[src/rtl/dls_pkg.sv]
package dls_pkg;
  typedef enum logic [2:0] {
    OP_NONE     = 3'd0,
    OP_RDCUR    = 3'd1,
    OP_OWN_FULL = 3'd2,
    OP_OWN_PART = 3'd3,
    OP_WB       = 3'd4,
    OP_FLUSH    = 3'd5
  } cq_op_e;

  typedef enum logic [2:0] {
    S_IDLE, S_LOAD, S_SEND_OWN, S_GRANT, S_WDATA, S_SEND_FIN
  } seq_state_e;
endpackage

[src/rtl/dls_be_gen.sv]
module dls_be_gen #(
  parameter int LINE_BYTES = 64,
  localparam int OFFW = $clog2(LINE_BYTES)
) (
  input  logic [OFFW-1:0]       off,
  input  logic [OFFW:0]         piece,
  output logic [LINE_BYTES-1:0] be
);
  logic [OFFW:0] end_pos;
  assign end_pos = {1'b0, off} + piece;

  for (genvar i = 0; i < LINE_BYTES; i++) begin : g_byte
    assign be[i] = ((OFFW+1)'(i) >= {1'b0, off}) && ((OFFW+1)'(i) < end_pos);
  end
endmodule

[src/rtl/dls_slicer.sv]
module dls_slicer #(
  parameter int LEN_W      = 13,
  parameter int LINE_BYTES = 64,
  localparam int OFFW = $clog2(LINE_BYTES)
) (
  input  logic [OFFW-1:0]       off,
  input  logic [LEN_W-1:0]      rem,
  output logic [OFFW:0]         piece,
  output logic                  full,
  output logic [LINE_BYTES-1:0] be
);
  logic [OFFW:0] room;
  assign room  = (OFFW+1)'(LINE_BYTES) - {1'b0, off};
  assign piece = (rem < LEN_W'(room)) ? rem[OFFW:0] : room;
  assign full  = (piece == (OFFW+1)'(LINE_BYTES));

  dls_be_gen #(.LINE_BYTES(LINE_BYTES)) u_be (
    .off  (off),
    .piece(piece),
    .be   (be)
  );
endmodule

[src/rtl/dls_seq.sv]
module dls_seq
  import dls_pkg::*;
#(
  parameter int ADDR_W     = 32,
  parameter int LEN_W      = 13,
  parameter int LINE_BYTES = 64,
  localparam int OFFW = $clog2(LINE_BYTES),
  localparam int DW   = 8 * LINE_BYTES
) (
  input  logic                  clk,
  input  logic                  rst,
  input  logic                  req_valid,
  output logic                  req_ready,
  input  logic                  req_write,
  input  logic                  req_noalloc,
  input  logic [ADDR_W-1:0]     req_addr,
  input  logic [LEN_W-1:0]      req_len,
  output logic [OFFW-1:0]       sl_off,
  output logic [LEN_W-1:0]      sl_rem,
  input  logic [OFFW:0]         sl_piece,
  input  logic                  sl_full,
  input  logic [LINE_BYTES-1:0] sl_be,
  input  logic                  grant_valid,
  input  logic                  wd_valid,
  output logic                  wd_ready,
  input  logic [DW-1:0]         wd_data,
  output logic                  cq_valid,
  input  logic                  cq_ready,
  output logic [2:0]            cq_op,
  output logic [ADDR_W-1:0]     cq_addr,
  output logic [LINE_BYTES-1:0] cq_be,
  output logic [DW-1:0]         cq_data,
  output logic                  cq_last,
  output logic                  done
);
  seq_state_e        state;
  logic [ADDR_W-1:0] cur_addr;
  logic [LEN_W-1:0]  rem;
  logic              is_wr, noalloc, last_r;
  logic [OFFW:0]     piece_r;
  cq_op_e            op_q;

  assign sl_off    = cur_addr[OFFW-1:0];
  assign sl_rem    = rem;
  assign req_ready = (state == S_IDLE);
  assign wd_ready  = (state == S_WDATA);
  assign cq_op     = op_q;

  always_ff @(posedge clk) begin
    if (rst) begin
      state    <= S_IDLE;
      cur_addr <= '0;
      rem      <= '0;
      is_wr    <= 1'b0;
      noalloc  <= 1'b0;
      last_r   <= 1'b0;
      piece_r  <= '0;
      cq_valid <= 1'b0;
      op_q     <= OP_NONE;
      cq_addr  <= '0;
      cq_be    <= '0;
      cq_data  <= '0;
      cq_last  <= 1'b0;
      done     <= 1'b0;
    end else begin
      done <= 1'b0;
      case (state)
        S_IDLE: begin
          if (req_valid) begin
            cur_addr <= req_addr;
            rem      <= req_len;
            is_wr    <= req_write;
            noalloc  <= req_noalloc;
            if (req_len == '0) done  <= 1'b1;
            else               state <= S_LOAD;
          end
        end
        S_LOAD: begin
          piece_r  <= sl_piece;
          last_r   <= (rem == LEN_W'(sl_piece));
          cq_addr  <= {cur_addr[ADDR_W-1:OFFW], {OFFW{1'b0}}};
          cq_be    <= sl_be;
          cq_data  <= '0;
          cq_valid <= 1'b1;
          if (is_wr) begin
            op_q    <= sl_full ? OP_OWN_FULL : OP_OWN_PART;
            cq_last <= 1'b0;
            state   <= S_SEND_OWN;
          end else begin
            op_q    <= OP_RDCUR;
            cq_last <= (rem == LEN_W'(sl_piece));
            state   <= S_SEND_FIN;
          end
        end
        S_SEND_OWN: begin
          if (cq_ready) begin
            cq_valid <= 1'b0;
            state    <= S_GRANT;
          end
        end
        S_GRANT: begin
          if (grant_valid) state <= S_WDATA;
        end
        S_WDATA: begin
          if (wd_valid) begin
            op_q     <= noalloc ? OP_FLUSH : OP_WB;
            cq_data  <= wd_data;
            cq_last  <= last_r;
            cq_valid <= 1'b1;
            state    <= S_SEND_FIN;
          end
        end
        S_SEND_FIN: begin
          if (cq_ready) begin
            cq_valid <= 1'b0;
            cur_addr <= {cur_addr[ADDR_W-1:OFFW] + 1'b1, {OFFW{1'b0}}};
            rem      <= rem - LEN_W'(piece_r);
            if (last_r) begin
              done  <= 1'b1;
              state <= S_IDLE;
            end else begin
              state <= S_LOAD;
            end
          end
        end
        default: state <= S_IDLE;
      endcase
    end
  end

  // Grant tracker: an ownership message accepted but not yet granted.
  logic own_pend;
  always_ff @(posedge clk) begin
    if (rst) own_pend <= 1'b0;
    else if (cq_valid && cq_ready && (op_q == OP_OWN_FULL || op_q == OP_OWN_PART))
      own_pend <= 1'b1;
    else if (grant_valid)
      own_pend <= 1'b0;
  end

  // no data message while a grant is still owed
  a_r6_grant_first: assert property (@(posedge clk) disable iff (rst)
    (cq_valid && (op_q == OP_WB || op_q == OP_FLUSH)) |-> !own_pend);

  // stalled message held
  a_r9_hold_stall: assert property (@(posedge clk) disable iff (rst)
    (cq_valid && !cq_ready) |=> (cq_valid && $stable(cq_op) && $stable(cq_addr)
                                 && $stable(cq_be) && $stable(cq_data)));

  // line-aligned addresses
  a_r2_line_aligned: assert property (@(posedge clk) disable iff (rst)
    cq_valid |-> (cq_addr[OFFW-1:0] == '0));

  // every message covers at least one byte
  a_r3_be_nonempty: assert property (@(posedge clk) disable iff (rst)
    cq_valid |-> (|cq_be));

  // ownership opcode matches full/partial coverage
  a_r5_own_full: assert property (@(posedge clk) disable iff (rst)
    (cq_valid && op_q == OP_OWN_FULL) |-> (&cq_be));
  a_r5_own_part: assert property (@(posedge clk) disable iff (rst)
    (cq_valid && op_q == OP_OWN_PART) |-> !(&cq_be));

  // accepted last message followed by done
  a_r8_done_after_last: assert property (@(posedge clk) disable iff (rst)
    (cq_valid && cq_ready && cq_last) |=> done);
endmodule

[src/rtl/dma_line_splitter.sv]
module dma_line_splitter #(
  parameter int ADDR_W     = 32,
  parameter int LEN_W      = 13,
  parameter int LINE_BYTES = 64,
  localparam int OFFW = $clog2(LINE_BYTES),
  localparam int DW   = 8 * LINE_BYTES
) (
  input  logic                  clk,
  input  logic                  rst,
  input  logic                  req_valid,
  output logic                  req_ready,
  input  logic                  req_write,
  input  logic                  req_noalloc,
  input  logic [ADDR_W-1:0]     req_addr,
  input  logic [LEN_W-1:0]      req_len,
  input  logic                  wd_valid,
  output logic                  wd_ready,
  input  logic [DW-1:0]         wd_data,
  input  logic                  grant_valid,
  output logic                  cq_valid,
  input  logic                  cq_ready,
  output logic [2:0]            cq_op,
  output logic [ADDR_W-1:0]     cq_addr,
  output logic [LINE_BYTES-1:0] cq_be,
  output logic [DW-1:0]         cq_data,
  output logic                  cq_last,
  output logic                  done
);
  logic [OFFW-1:0]       sl_off;
  logic [LEN_W-1:0]      sl_rem;
  logic [OFFW:0]         sl_piece;
  logic                  sl_full;
  logic [LINE_BYTES-1:0] sl_be;

  dls_slicer #(.LEN_W(LEN_W), .LINE_BYTES(LINE_BYTES)) u_slicer (
    .off  (sl_off),
    .rem  (sl_rem),
    .piece(sl_piece),
    .full (sl_full),
    .be   (sl_be)
  );

  dls_seq #(.ADDR_W(ADDR_W), .LEN_W(LEN_W), .LINE_BYTES(LINE_BYTES)) u_seq (
    .clk        (clk),
    .rst        (rst),
    .req_valid  (req_valid),
    .req_ready  (req_ready),
    .req_write  (req_write),
    .req_noalloc(req_noalloc),
    .req_addr   (req_addr),
    .req_len    (req_len),
    .sl_off     (sl_off),
    .sl_rem     (sl_rem),
    .sl_piece   (sl_piece),
    .sl_full    (sl_full),
    .sl_be      (sl_be),
    .grant_valid(grant_valid),
    .wd_valid   (wd_valid),
    .wd_ready   (wd_ready),
    .wd_data    (wd_data),
    .cq_valid   (cq_valid),
    .cq_ready   (cq_ready),
    .cq_op      (cq_op),
    .cq_addr    (cq_addr),
    .cq_be      (cq_be),
    .cq_data    (cq_data),
    .cq_last    (cq_last),
    .done       (done)
  );
endmodule

[config.mk]
export PLATFORM = sky130hd
export DESIGN_NAME = dma_line_splitter
export DESIGN_NICKNAME = d
export VERILOG_FILES = /design/src/rtl/dls_pkg.sv /design/src/rtl/dls_be_gen.sv /design/src/rtl/dls_slicer.sv /design/src/rtl/dls_seq.sv /design/src/rtl/dma_line_splitter.sv
export SDC_FILE = /design/constraint.sdc
export NUM_CORES = 1
export LEC_CHECK = 0
export ABC_AREA = 1
export CAP_MARGIN = 40
export CORE_AREA = 2 2 465 467
export DETAILED_ROUTE_END_ITERATION = 8
export DIE_AREA = 0 0 467 469
export PLACE_DENSITY = 0.38
export SKIP_LAST_GASP = 1
export SLEW_MARGIN = 30
export SYNTH_ARGS = -nofsm -noshare
export SYNTH_HDL_FRONTEND = slang
export SYNTH_SLANG_ARGS = --single-unit
[constraint.sdc]
create_clock -name clk -period 9.3 [get_ports clk]
set_input_delay 1.395 -clock clk [delete_from_list [all_inputs] [get_ports clk]]
set_output_delay 1.395 -clock clk [all_outputs]
set_load 0.01 [all_outputs]
==> impl_metrics.csv <==
group,metric,value,unit
setup_path,start_kind,"register",
finish,final_nets,5151,
clocking,post_cts_buffers,0,
sta,fin_crit,5850,ps
sta,worst_pin_slew,1095,ps
finish,postLayoutCellArea,44060,sq um
sta,drv_slew,0,
setup_path,cp_data_required_time,9870,ps
route,wire_per_inst,22.64,um
finish,fin_cells,7502,
route,wl_met3,18.32,mm
clocking,cts_tree,"yes",
setup_path,cp_num_buf_inv,5,
route,viasPerCell,3.795,
route,wl,169.8,mm
global_route,grt_pass1_wl,226.1,mm
setup_path,critical_path_class,"register to register",
route,drt-met1-wl,66.73,mm
finish,fillers,23990,
worst_hold_path,min-delay-path-class,"register to register",
route,dr.pass1.iters,5,
setup_path,arrival,6420,ps
floorplan,die_w,467,um
clocking,ctsResizeCount,0,
global_route,antenna_found_initial,117,
power,p_leak,14.95,nW
floorplan,initial_core_util,12.23,%
power,p_per_area,280.4,nW/um^2
setup_path,max_stage_delay,700,ps
clocking,clockRootBuffer,"clkbuf_16",
placement,dpl.cell_count,7303,
sta,hold_violations,0,
sta,finalSetupTns,0,ps
yosys,synth_edf_count,0,
job,max_cap_violations,0,
sta,relSlewSlack,26.98,%
sta,fmax,170.9,MHz
global_route,gr-total-overflow,0,
yosys,ys.flop_type,"dfxtp_1",
sta,setup_viol,0,
route,num_vias,28470,
clocking,htree_levels,3,
global_route,grt_max_degree,168,
clocking,hold_buffers,0,
floorplan,die_h,469,um
placement,hpwl,132.2,mm
yosys,synth-seq-cells,666,
sta,rsz0062_at_grt,"false",
floorplan,design.core.area,213800,sq um
yosys,synth_cells,3503,
yosys,syn-cell-area,26130,sq um
clocking,numCtsBuffers,93,
yosys,synth_cell_types,52,
clocking,clkLatencyLatePin,720,ps
route,drc,0,
yosys,yosysWarnings,0,
global_route,first_global_vias,27430,
setup_path,cp_max_fo,13,
floorplan,row_count,170,
finish,syn_to_final_growth,68.59,%
yosys,synth_async_sr_flop_share,0,%
route,drtIter0Drc,1959,
route,ant_nets,0,
yosys,ys_seq_area_share,51.02,%
floorplan,ios,1181,
run_status,status,"finished, final reports clean",
clocking,cts_sinks,666,
sta,finClkSkew,36.65,ps
finish,drive_gt1_share,5.117,%
sta,min_period_over_period,62.91,%
global_route,gr-usage-all-layers,14.61,%
clocking,clk_pin_slew,60,ps
placement,placed_cell_area,40820,sq um
setup_path,crit_slowest_cell,"dfxtp_1",
setup_path,end_kind,"register",
clocking,cts_buffer_depth,3,
route,wl_met2,79.18,mm
yosys,syn_avg_cell_area,7.460,sq um
placement,port_buffers,1174,
power,peakVddDrop,0.2974,mV
route,highest_layer,"met5",
placement,place_congestion,0.8547,
floorplan,die_area,219000,sq um
setup_path,critPathTopFamily,"simple AND/OR/NAND/NOR gates",
-- path summary, 6_finish.rpt --
kind | start | to | slack (ps) | depth (start not counted)
worst min-delay path | u_seq.cq_data[60] | u_seq.cq_data[60] | 460 | 2
worst max register to register | u_seq.cur_addr[1] | u_seq.cq_be[12] | 3450 | 27
worst min register to register | u_seq.cq_data[60] | u_seq.cq_data[60] | 460 | 2
worst max-delay path | u_seq.cur_addr[1] | u_seq.cq_be[12] | 3450 | 27
-- through the flow --
stage / util (%) / power [mW] / hold slack, ps / setup WS, ps
5_1_grt: 20.59 / 13.11 / 472.5 / 2913
2_1_floorplan: - / 6.431 / 437.8 / 5074
6_report: 20.61 / 12.36 / 457.5 / 3450
4_1_cts: 20.57 / 12.58 / 458.6 / 3499
3_3_place_gp: 19.04 / 8.711 / 447.1 / 3575
3_5_place_dp: 19.10 / 8.732 / 449.7 / 3516
-- synth_stat cells (6+ instances only) --
library cell  number  area share [%]
nand2_2            6            0.14
nor2_1           136             2.0
o21ai_0          106             2.0
o211ai_1          11            0.32
nand2_1         1280              18
xor2_1            15            0.50
buf_4              8            0.23
a31oi_1           28            0.67
nor2_2             9            0.22
o21ai_1           11            0.21
o31ai_1            6            0.17
a21oi_1          637              12
inv_1            113             1.6
inv_2             11            0.16
buf_2             75             1.4
dfxtp_1          666              51
ha_1              24             1.1
xnor2_1            9            0.30
buf_1             16            0.23
nor3_1            10            0.19
nand4_1           51             1.2
clkbuf_1         144             2.1
a211oi_1           7            0.20
nand3_1           67             1.3
-- state kept, by name, indices dropped and copies added, names as in the netlist, 3 cells and up --
signal / count
u_seq.cq_data: 512
u_seq.cq_be: 64
u_seq.cur_addr: 32
u_seq.cq_addr: 26
u_seq.sl_rem: 13
u_seq.piece_r: 7
u_seq.cq_op: 3
u_seq.state: 3
-- per-layer routing --
metal	global-route usage, %	vias up
met5	0	-
met4	4.800	48
met3	6.879	321
met2	23.72	1178
met1	16.82	13350
li1	-	13580
-- report_power, final --
group          internal (mW)  switching, mW  leakage (nW)
sequential              3.31          0.352          5.40
combinational           1.72           3.25          8.01
clock                   2.23           1.49          1.54
total                   7.26           5.09          15.0
-- tightest hold or removal path, delay by kind of cell, from the launching register on --
family / cells / cell delay (ps)
DFF: 1 / 300
and+or+nand+nor: 1 / 60
AOI/OAI and AO/OA: 1 / 50
-- area by class of cell --
| type | count | area [sq um] | share of cell area, % |
|---|---|---|---|
| sequential | 666 | 13330 | 30.26 |
| timing repair buffer | 1202 | 12170 | 27.61 |
| multi-input combinational | 2470 | 11290 | 25.63 |
| tap | 2838 | 3551 | 8.059 |
| clock buffer | 139 | 2823 | 6.407 |
| inverter | 127 | 479.2 | 1.088 |
| clock inverter | 28 | 332.8 | 0.7554 |
| antenna | 32 | 80.08 | 0.1817 |
-- cell families (layout without fill, tap and decap cells) --
kind of cell	count (synthesis)	after routing	share of synthesized area [%]
xor+xnor	27	27	0.9911
flops	666	666	51.02
simple gates	1586	1586	24.38
other cells	1	38	0.01435
buf+inv	372	1496	5.894
compound gates	825	825	16.40
fa+ha+maj	26	26	1.302
-- cell usage in the layout (no fill, tap or decap), drive strengths merged --
master,n
dfxtp,666
bufinv,5
o31ai,6
xnor2,10
nand2,1289
a311oi,3
ha,24
a31oi,28
clkinv,19
nand3,74
a221oi,1
nand4,51
and2,2
diode,32
o21bai,3
o22ai,5
clkbuf,139
inv,125
conb,6
a211oi,7
or2,6
o221a,1
a21o,1
o21ai,120
buf,29
o211ai,11
clkinvlp,6
xor2,17
nor3,11
fa,2
o21a,2
clkdlybuf4s50,1173
nor2,150
nand3b,2
a21oi,637
nor4,1
(Power assumes the default switching activity.)
